$ cat config.mk
export PLATFORM = sky130hd
export DESIGN_NAME = pp_bank
export DESIGN_NICKNAME = d
export VERILOG_FILES = /design/src/rtl/pp_pkg.sv /design/src/rtl/pp_sync.sv /design/src/rtl/pp_state.sv /design/src/rtl/pp_bank.sv
export SDC_FILE = /design/constraint.sdc
export NUM_CORES = 1
export LEC_CHECK = 0
export ABC_AREA = 1
export CAP_MARGIN = 10
export CORE_UTILIZATION = 35
export CTS_CLUSTER_SIZE = 14
export DETAILED_ROUTE_END_ITERATION = 7
export DONT_BUFFER_PORTS = 1
export PLACE_DENSITY = 0.57
export SYNTH_ARGS = -nofsm -noshare
export SYNTH_HDL_FRONTEND = slang
export SYNTH_HIERARCHICAL = 1
export SYNTH_SLANG_ARGS = --single-unit
$ cat constraint.sdc
create_clock -name clk -period 3.3 [get_ports clk]
set_input_delay 0.66 -clock clk [delete_from_list [all_inputs] [get_ports clk]]
set_output_delay 0.66 -clock clk [all_outputs]
set_load 0.02 [all_outputs]
$ cat src/rtl/pp_pkg.sv
package pp_pkg;
  typedef enum logic [1:0] {
    SEL_A   = 2'd0,
    SEL_B   = 2'd1,
    SEL_C   = 2'd2,
    SEL_CFG = 2'd3
  } pp_sel_e;

  localparam int unsigned DIR_GROUPS = 4;
endpackage

$ cat src/rtl/pp_sync.sv
module pp_sync #(
  parameter int unsigned W = 24
) (
  input  logic         clk,
  input  logic         rst_n,
  input  logic [W-1:0] d,
  output logic [W-1:0] q
);
  logic [W-1:0] stage1_q;

  always_ff @(posedge clk or negedge rst_n) begin
    if (!rst_n) begin
      stage1_q <= '0;
      q        <= '0;
    end else begin
      stage1_q <= d;
      q        <= stage1_q;
    end
  end
endmodule

$ cat src/rtl/pp_state.sv
module pp_state
  import pp_pkg::*;
#(
  parameter int unsigned PW = 8
) (
  input  logic                  clk,
  input  logic                  por_n,
  input  logic                  clr,
  input  logic                  we,
  input  pp_sel_e               sel,
  input  logic [PW-1:0]         wdata,
  output logic [3*PW-1:0]       lat_q,
  output logic [DIR_GROUPS-1:0] cfg_q
);
  logic [3*PW-1:0]       lat_d;
  logic [DIR_GROUPS-1:0] cfg_d;
  logic                  lat_en;
  logic                  cfg_en;

  always_comb begin
    lat_d  = lat_q;
    cfg_d  = cfg_q;
    lat_en = 1'b0;
    cfg_en = 1'b0;
    if (clr) begin
      lat_d  = '0;
      cfg_d  = '0;
      lat_en = 1'b1;
      cfg_en = 1'b1;
    end else if (we) begin
      case (sel)
        SEL_A:   begin lat_d[0*PW +: PW] = wdata; lat_en = 1'b1; end
        SEL_B:   begin lat_d[1*PW +: PW] = wdata; lat_en = 1'b1; end
        SEL_C:   begin lat_d[2*PW +: PW] = wdata; lat_en = 1'b1; end
        default: begin cfg_d = wdata[DIR_GROUPS-1:0]; cfg_en = 1'b1; end
      endcase
    end
  end

  always_ff @(posedge clk or negedge por_n) begin
    if (!por_n) begin
      lat_q <= '0;
    end else if (lat_en) begin
      lat_q <= lat_d;
    end
  end

  always_ff @(posedge clk or negedge por_n) begin
    if (!por_n) begin
      cfg_q <= '0;
    end else if (cfg_en) begin
      cfg_q <= cfg_d;
    end
  end
endmodule

$ cat src/rtl/pp_bank.sv
module pp_bank
  import pp_pkg::*;
#(
  parameter int unsigned PORT_W = 8
) (
  input  logic                clk,
  input  logic                por_n,
  input  logic                warm_rst_n,
  input  logic                protect_en,
  input  logic [3:0]          strap_out,
  input  logic                wr_en,
  input  logic [1:0]          addr,
  input  logic [PORT_W-1:0]   wdata,
  output logic [PORT_W-1:0]   rdata,
  input  logic [3*PORT_W-1:0] pin_in,
  output logic [3*PORT_W-1:0] pin_out,
  output logic [3*PORT_W-1:0] pin_oe
);
  localparam int unsigned LINES = 3 * PORT_W;
  localparam int unsigned HALF  = PORT_W / 2;

  logic [LINES-1:0]      lat_q;
  logic [LINES-1:0]      syn_q;
  logic [LINES-1:0]      mix;
  logic [DIR_GROUPS-1:0] cfg_q;
  logic [DIR_GROUPS-1:0] dir_eff;
  logic                  clr;
  logic                  we;
  pp_sel_e               sel;

  assign clr = !warm_rst_n && !protect_en;
  assign we  = wr_en && warm_rst_n;
  assign sel = pp_sel_e'(addr);

  pp_state #(.PW(PORT_W)) state_i (
    .clk   (clk),
    .por_n (por_n),
    .clr   (clr),
    .we    (we),
    .sel   (sel),
    .wdata (wdata),
    .lat_q (lat_q),
    .cfg_q (cfg_q)
  );

  pp_sync #(.W(LINES)) sync_i (
    .clk   (clk),
    .rst_n (por_n),
    .d     (pin_in),
    .q     (syn_q)
  );

  assign dir_eff = cfg_q | strap_out;

  for (genvar g = 0; g < DIR_GROUPS; g++) begin : g_grp
    localparam int unsigned LO = (g < 2) ? g * PORT_W : 2 * PORT_W + (g - 2) * HALF;
    localparam int unsigned GW = (g < 2) ? PORT_W : HALF;
    assign pin_oe[LO +: GW] = {GW{dir_eff[g]}};
  end

  assign pin_out = lat_q;
  assign mix     = (pin_oe & lat_q) | (~pin_oe & syn_q);

  always_comb begin
    rdata = '0;
    case (sel)
      SEL_A:   rdata = mix[0*PORT_W +: PORT_W];
      SEL_B:   rdata = mix[1*PORT_W +: PORT_W];
      SEL_C:   rdata = mix[2*PORT_W +: PORT_W];
      default: rdata[DIR_GROUPS-1:0] = cfg_q;
    endcase
  end
endmodule

# Yosys cells after proc, flatten, opt, wreduce, memory -nomap -nowiden
# Index checks and enable logic that the tools add are counted.
[word_totals]
ff_bits = 76
in_bits = 43
out_inout_bits = 56
word_cells = 44
[op_classes]
n_eq_ne = 3
muxes = 16
bitwise = 5
reduce_logical = 14
[ops]
columns = ["cell", "n"]
rows = [
  ["$and 24x24->24", 2],
  ["$mux 24", 2],
  ["$mux 8", 3],
  ["$not 24->24", 1],
  ["$or 24x24->24", 1],
  ["$pmux 4 s3", 2],
  ["$mux 4", 3],
  ["$reduce_and 3->1", 4],
  ["$reduce_bool 2->1", 4],
  ["$mux 1", 6],
  ["$or 4x4->4", 1],
  ["$reduce_or 3->1", 1],
  ["$eq 2x1->1 const B", 1],
  ["$eq 2x2->1 const B", 1],
  ["$logic_and 1x1->1", 2],
  ["$logic_not 1->1", 2],
  ["$logic_not 2->1", 1],
  ["$ne 2x1->1 const B", 1],
]

# Longest topological paths before layout
# Gate-level depths: netlist (run 1).
[depth]
ltp_word = 6
mapped_depth = 7
mapped_depth_nobuf = 6

# By module
# Netlist (run 1), hierarchy kept.
[modules_own_cells]
columns = ["module", "n_inst", "cells_each", "area_each_um2", "seq_area_each_um2"]
rows = [
  ["pp_state", 1, 146, 1223.7, 700.7],
  ["pp_sync", 1, 48, 1201.2, 1201.2],
  ["pp_bank", 1, 154, 735.7, 0.0],
]

# Worst setup path after synthesis (run 1)
# OpenSTA, ideal clock, no wires.
[synth_path]
path_type = "input to output"
start = "input port strap_out[0]"
end = "output port rdata[0]"
arrival_time_ns = 1.435
required_time_ns = 2.640
path_slack_ns = 1.205
cell_stages = 5
n_path_buf = 0
cell_sequence = "inv_1 nand2_1 nand2_1 nand3_1 nand4_1"
[synth_between]
elab_chain_len = 5
[synth_rtl]
columns = ["element", "line_no", "rtl"]
rows = [
  ["from (decl)", "pp_bank.sv:10", "input logic [3:0] strap_out,"],
  ["$or 4x4->4 *", "pp_bank.sv:53", "assign dir_eff = cfg_q | strap_out;"],
  ["via pin_oe[0]", "pp_bank.sv:17", "output logic [3*PORT_W-1:0] pin_oe"],
  ["$not 24->24", "pp_bank.sv:62", "assign mix = (pin_oe & lat_q) | (~pin_oe & syn_q);"],
  ["$and 24x24->24", "pp_bank.sv:62", ""],
  ["$or 24x24->24 *", "pp_bank.sv:62", ""],
  ["$pmux 4 s3 *", "pp_bank.sv:66", "case (sel)"],
  ["to (decl)", "pp_bank.sv:14", "output logic [PORT_W-1:0] rdata,"],
]
# Mark *: on every way through the listed nets, which the timed path passes. The rest lies on a longest branch.

# Worst setup path after layout (run 1)
[layout_path]
start = "register state_i.cfg_q[1]"
end = "output port rdata[2]"
[layout_between]
elab_chain_len = 5
[layout_rtl]
columns = ["element", "line_no", "rtl"]
rows = [
  ["from (decl)", "pp_state.sv:13", "output logic [DIR_GROUPS-1:0] cfg_q"],
  ["from (signal assigned)", "pp_state.sv:52", "cfg_q <= cfg_d;"],
  ["$or 4x4->4 *", "pp_bank.sv:53", ""],
  ["via pin_oe[8]", "pp_bank.sv:17", ""],
  ["$not 24->24", "pp_bank.sv:62", ""],
  ["$and 24x24->24", "pp_bank.sv:62", ""],
  ["$or 24x24->24 *", "pp_bank.sv:62", ""],
  ["$pmux 4 s3 *", "pp_bank.sv:66", ""],
]
# Marks and branches as above.

==> impl_metrics.ini, run 1 <==
[outcome]
outcome = finished, final reports clean

[setup_path]
required_ns = 2.64
path_class = register to output pin
crit_fanout = 13
r2r_cells = 2
cp-startpoint = state_i/cfg_q[1]
end_kind = output pin
worstReg2RegStart = state_i/lat_q[15]
critPathLaunchType = register
cp.arrival_ns = 1.77
rrSetupSlack_ns = 2.49
r2r-end = state_i/lat_q[15]

[sta]
setup_slack_ns = 0.8734
period_minus_slack_ns = 2.427
final-setup-viol-count = 0
fmax_mhz = 412.1
post-route-period-util_pct = 73.53
relSlewSlack_pct = 40.40
setup_tns_ns = 0
skew_ns = 0.006641
maxSlewViolCount = 0
worst_slew_pin_slew_ns = 0.8930
hold_viol_final = 0
rsz0062_at_grt = no

[grt]
grt_pass1_wl_um = 11340
antenna_found_initial = 0
track_usage_pct = 16.15
grt.overflow.total = 0
grt_pass1_vias = 2149
grt_max_degree = 77

[yosys]
avgSynthCellArea_sq_um = 9.082
synth_cells = 348
seq_area_frac_synth_pct = 60.17
synth_cell_types = 12
ys_ff_latch = 76
synthesis.area_sq_um = 3161
synth_nets = 391
yosys_warnings = 6

[pwr]
p_leak_nw = 1.765
powerDensity_nw_per_um2 = 585.8
peakVddDrop_mv = 0.3233

[floorplanning]
die-area_sq_um = 9414
fp.dieH_um = 97.03
core-area_sq_um = 8721
die_w_um = 97.03
ios = 99
start_util_pct = 36.24
rows = 34

[routing]
route.detailed.drc = 0
wl_per_cell_um = 15.80
drt_iter0_drc = 137
vias = 2206
first_pass_iters = 4
drt-total-wl_um = 7108
viasPerCell = 4.902
antenna_left = 0

[clock_tree]
cts-buffers-inserted = 9
cts.reportedPaths.clkPinSlew_ns = 0.09
clock_path_buffers = 2
htreeDepth = 3
cts_tree = built
clock-sinks = 76
clock_latency_ns = 0.35
root_buffer = clkbuf_8

[layout]
final_nets = 380
mostFrequentLayoutCells = 93 x nand2_1, 76 x dfrtp_1, 63 x nand3_1, 53 x inv_1, 11 x nor2_1
layout_commonest_cell = nand2_1
area.growth.synth_to_final_pct = 6.413
drive_gt1_share_pct = 9.649
n_antenna_cell = 0
fill_cells = 882

[placed_design]
post-dp-hpwl_um = 5321
post-place-ws_ns = 0.9914
numPortBuffers = 0
globalplace.congestion = 0.8250

[hold_path]
min_path_type = input port to async pin

[run]
maxCapViolCount = 0
per-stage QoR:
stage	total power, W	std cells	area (sq um)	util [%]	hold WS (ns)
finish	0.001970	450	3363	38.57	0.1849
global route	0.002070	450	3363	38.57	0.1993
CTS	0.001999	450	3363	38.57	0.1981
detailed placement	0.001271	433	3136	35.95	0.3347
global placement	0.001267	433	3136	35.95	0.3331
floorplan	0.001255	348	3161	-	0.3312
cells by family (layout without fill, tap and decap cells):
group	Yosys count	after routing	synth area share (%)
AND/OR/NAND/NOR	180	180	24.94
buffers and inverters	83	77	12.75
flip-flops	76	76	60.17
AO/OA/AOI/OAI	9	9	2.138
registers in the layout (all words and copies together), names as in the netlist:
name / flops
state_i/lat_q: 24
state_i/cfg_q: 4
sync_i/stage1_q: 24
sync_i/q: 24
repair_timing:
item / in CTS / in global routing
setup buffers: 0 / 0
hold buffers: 1 / 0
hold endpoints to repair: 76 / 0
gates resized for setup: 0 / 0
layout make-up:
class | count | area [sq um] | area share (%)
Sequential cell | 76 | 1902 | 56.55
Multi-Input combinational cell | 189 | 858.3 | 25.52
Inverter | 56 | 210.2 | 6.250
Tap cell | 108 | 135.1 | 4.018
Clock buffer | 9 | 123.9 | 3.683
Clock inverter | 7 | 76.32 | 2.269
Timing Repair Buffer | 5 | 57.56 | 1.711
worst max path at each step:
| stage | end | depth (start not counted) |
|---|---|---|
| floorplan | rdata[0] | 5 |
| global placement | rdata[0] | 5 |
| detailed placement | rdata[0] | 5 |
| CTS | rdata[0] | 5 |
| global route | rdata[2] | 5 |
| finish | rdata[2] | 5 |
power breakdown:
part           switching [W]  total (W)  internal (W)
Sequential         0.0000574    0.00104      0.000983
Clock               0.000348   0.000700      0.000352
Combinational       0.000179   0.000230     0.0000513
synth_stat cells:
master    number  share of area, %
inv_1         53               6.3
nand4_1        4              0.79
nand3_1       63                10
dfrtp_1       76                60
nor2_1        11               1.3
nor2_2         7               1.4
buf_4         23               5.5
nand3_2        1              0.32
nand2_1       94                11
inv_2          3              0.36
o211ai_1       9               2.1
buf_2          4              0.63
worst max-delay path, stage by stage (launching register included):
cell,delay [ns]
dfrtp_1,0.42
nor2_2,0.41
inv_1,0.20
nand2_1,0.09
nand3_1,0.08
nand4_1,0.22
per-layer routing:
metal / up-vias / GRT usage, % / wire length, um
met2: 99 / 23.94 / 3301
met4: 0 / 7.003 / 133
li1: 1044 / - / -
met3: 10 / 6.214 / 734
met1: 1053 / 21.04 / 2939
met5: - / 0 / 0
Power figures use the tool's default switching activity.
==> run 2: changes to the inputs <==
clock period = 2.3 ns   (was 3.3 ns; I/O delays follow)
==> run 2 against run 1 <==
First-iteration DRC count is 7.3% higher. Worst setup slack worse by 0.62 ns. Combinational power grew 46%. Flip-flop and latch count stayed put. Die area unchanged. Total power grew 48%. Final cell count increased by 0.67%. Largest cell class unchanged. Sequential share of layout area down 0.77 points. Global-route usage rose by 0.16 points. Via count up 0.18%. Register-to-register slack lost 0.99 ns.
==> impl_metrics.ini, run 2 (synthesis results as in run 1) <==
[routing]
antenna_left = 0
viasPerCell = 4.879
wl_per_cell_um = 15.98
drt_iter0_drc = 147
first_pass_iters = 4
vias = 2210
drt-total-wl_um = 7239
route.detailed.drc = 0

[outcome]
outcome = finished, final reports clean

[grt]
grt_max_degree = 77
grt_pass1_vias = 2268
antenna_found_initial = 0
track_usage_pct = 16.31
grt.overflow.total = 0
grt_pass1_wl_um = 11630

[layout]
n_antenna_cell = 0
area.growth.synth_to_final_pct = 7.878
drive_gt1_share_pct = 9.565
mostFrequentLayoutCells = 93 x nand2_1, 76 x dfrtp_1, 63 x nand3_1, 53 x inv_1, 11 x nor2_1
top_regs = state_i/lat_q: 24 flops, sync_i/q: 24 flops, sync_i/stage1_q: 24 flops
fill_cells = 892
finalCoreUtilization_pct = 39.10
final_nets = 383
layout_commonest_cell = nand2_1
instances_no_fill = 453

[hold_path]
min_path_type = input port to register
hold_start = pin_in[13]

[sta]
post-route-period-util_pct = 88.79
worst_hold_slack_ns = 0.1302
skew_ns = 0.01077
hold_viol_final = 0
relSlewSlack_pct = 55.63
setup_tns_ns = 0
maxSlewViolCount = 0
worst_slew_pin_slew_ns = 0.6648
final-setup-viol-count = 0
period_minus_slack_ns = 2.042
rsz0062_at_grt = no
fmax_mhz = 489.7

[setup_path]
crit_fanout = 13
end_kind = output pin
required_ns = 1.84
path_class = register to output pin
cp-startpoint = state_i/cfg_q[1]
worstReg2RegStart = state_i/lat_q[15]
cp.arrival_ns = 1.58
critPathLaunchType = register

[floorplanning]
start_util_pct = 36.24
rows = 34
core-area_sq_um = 8721
ios = 99
die-area_sq_um = 9414
fp.dieH_um = 97.03
die_w_um = 97.03

[clock_tree]
root_buffer = clkbuf_8
clock-sinks = 76
clock_latency_ns = 0.35
cts.reportedPaths.clkPinSlew_ns = 0.08
htreeDepth = 3
clock_path_buffers = 2
cts_tree = built
cts-buffers-inserted = 9

[run]
maxCapViolCount = 0

[pwr]
peakVddDrop_mv = 0.3739
powerDensity_nw_per_um2 = 857.7
p_leak_nw = 1.788
power_w = 0.002924

[placed_design]
dp.cells = 435
numPortBuffers = 0
globalplace.congestion = 0.8467
post-dp-hpwl_um = 5360
[run 2: path summary, 6_finish.rpt]
path	cells after the start	slack [ns]	to
setup / recovery	5	0.26	rdata[1]
hold / removal	0	0.13	sync_i/stage1_q[13]
setup reg to reg	2	1.50	state_i/lat_q[15]
hold reg to reg	0	0.35	sync_i/q[1]
max in group asynchronous	2	1.35	state_i/lat_q[10]
min in group asynchronous	2	0.63	sync_i/stage1_q[13]
[run 2: final cells by class]
type                       instances  area [sq um]  share of cell area [%]
sequential                        76          1902                   55.78
tap                              108         135.1                   3.963
clock inverter                     5         85.08                   2.495
timing repair buffer               8         82.58                   2.422
inverter                          56         210.2                   6.165
multi-input combinational        189         863.3                   25.32
clock buffer                      11         131.4                   3.853
[run 2: metal layers]
layer,vias up,global-route usage [%],wire [um]
met5,-,0,0
li1,1044,-,-
met2,80,24.65,3420
met4,0,5.626,71
met3,8,6.431,620
met1,1078,21.30,3126
[run 2: repair_timing]
action / in CTS / in global routing
resized for setup: 0 / 1
endpoints found under the setup margin: 0 / 4
hold endpoints to repair: 76 / 0
hold buffers: 2 / 0
buffers inserted: 0 / 0
[run 2: per-stage QoR]
| step | worst slack (ns) | area (sq um) |
|---|---|---|
| after floorplan | 0.6054 | 3161 |
| after global placement | 0.4459 | 3151 |
| after detailed placement | 0.3970 | 3151 |
| after CTS | 0.08085 | 3405 |
| after global routing | 0.1083 | 3410 |
| final | 0.2578 | 3410 |
[run 2: worst max-delay path: stages (launching register included)]
cell     delay [ns]
dfrtp_1        0.43
nor2_4         0.28
inv_1          0.15
nand2_1        0.09
nand3_1        0.08
nand4_1        0.22
[run 2: where the power goes]
part	switching, W	internal (W)
Clock	0.000478	0.000617
Sequential	0.0000825	0.00141
Combinational	0.000259	0.0000774
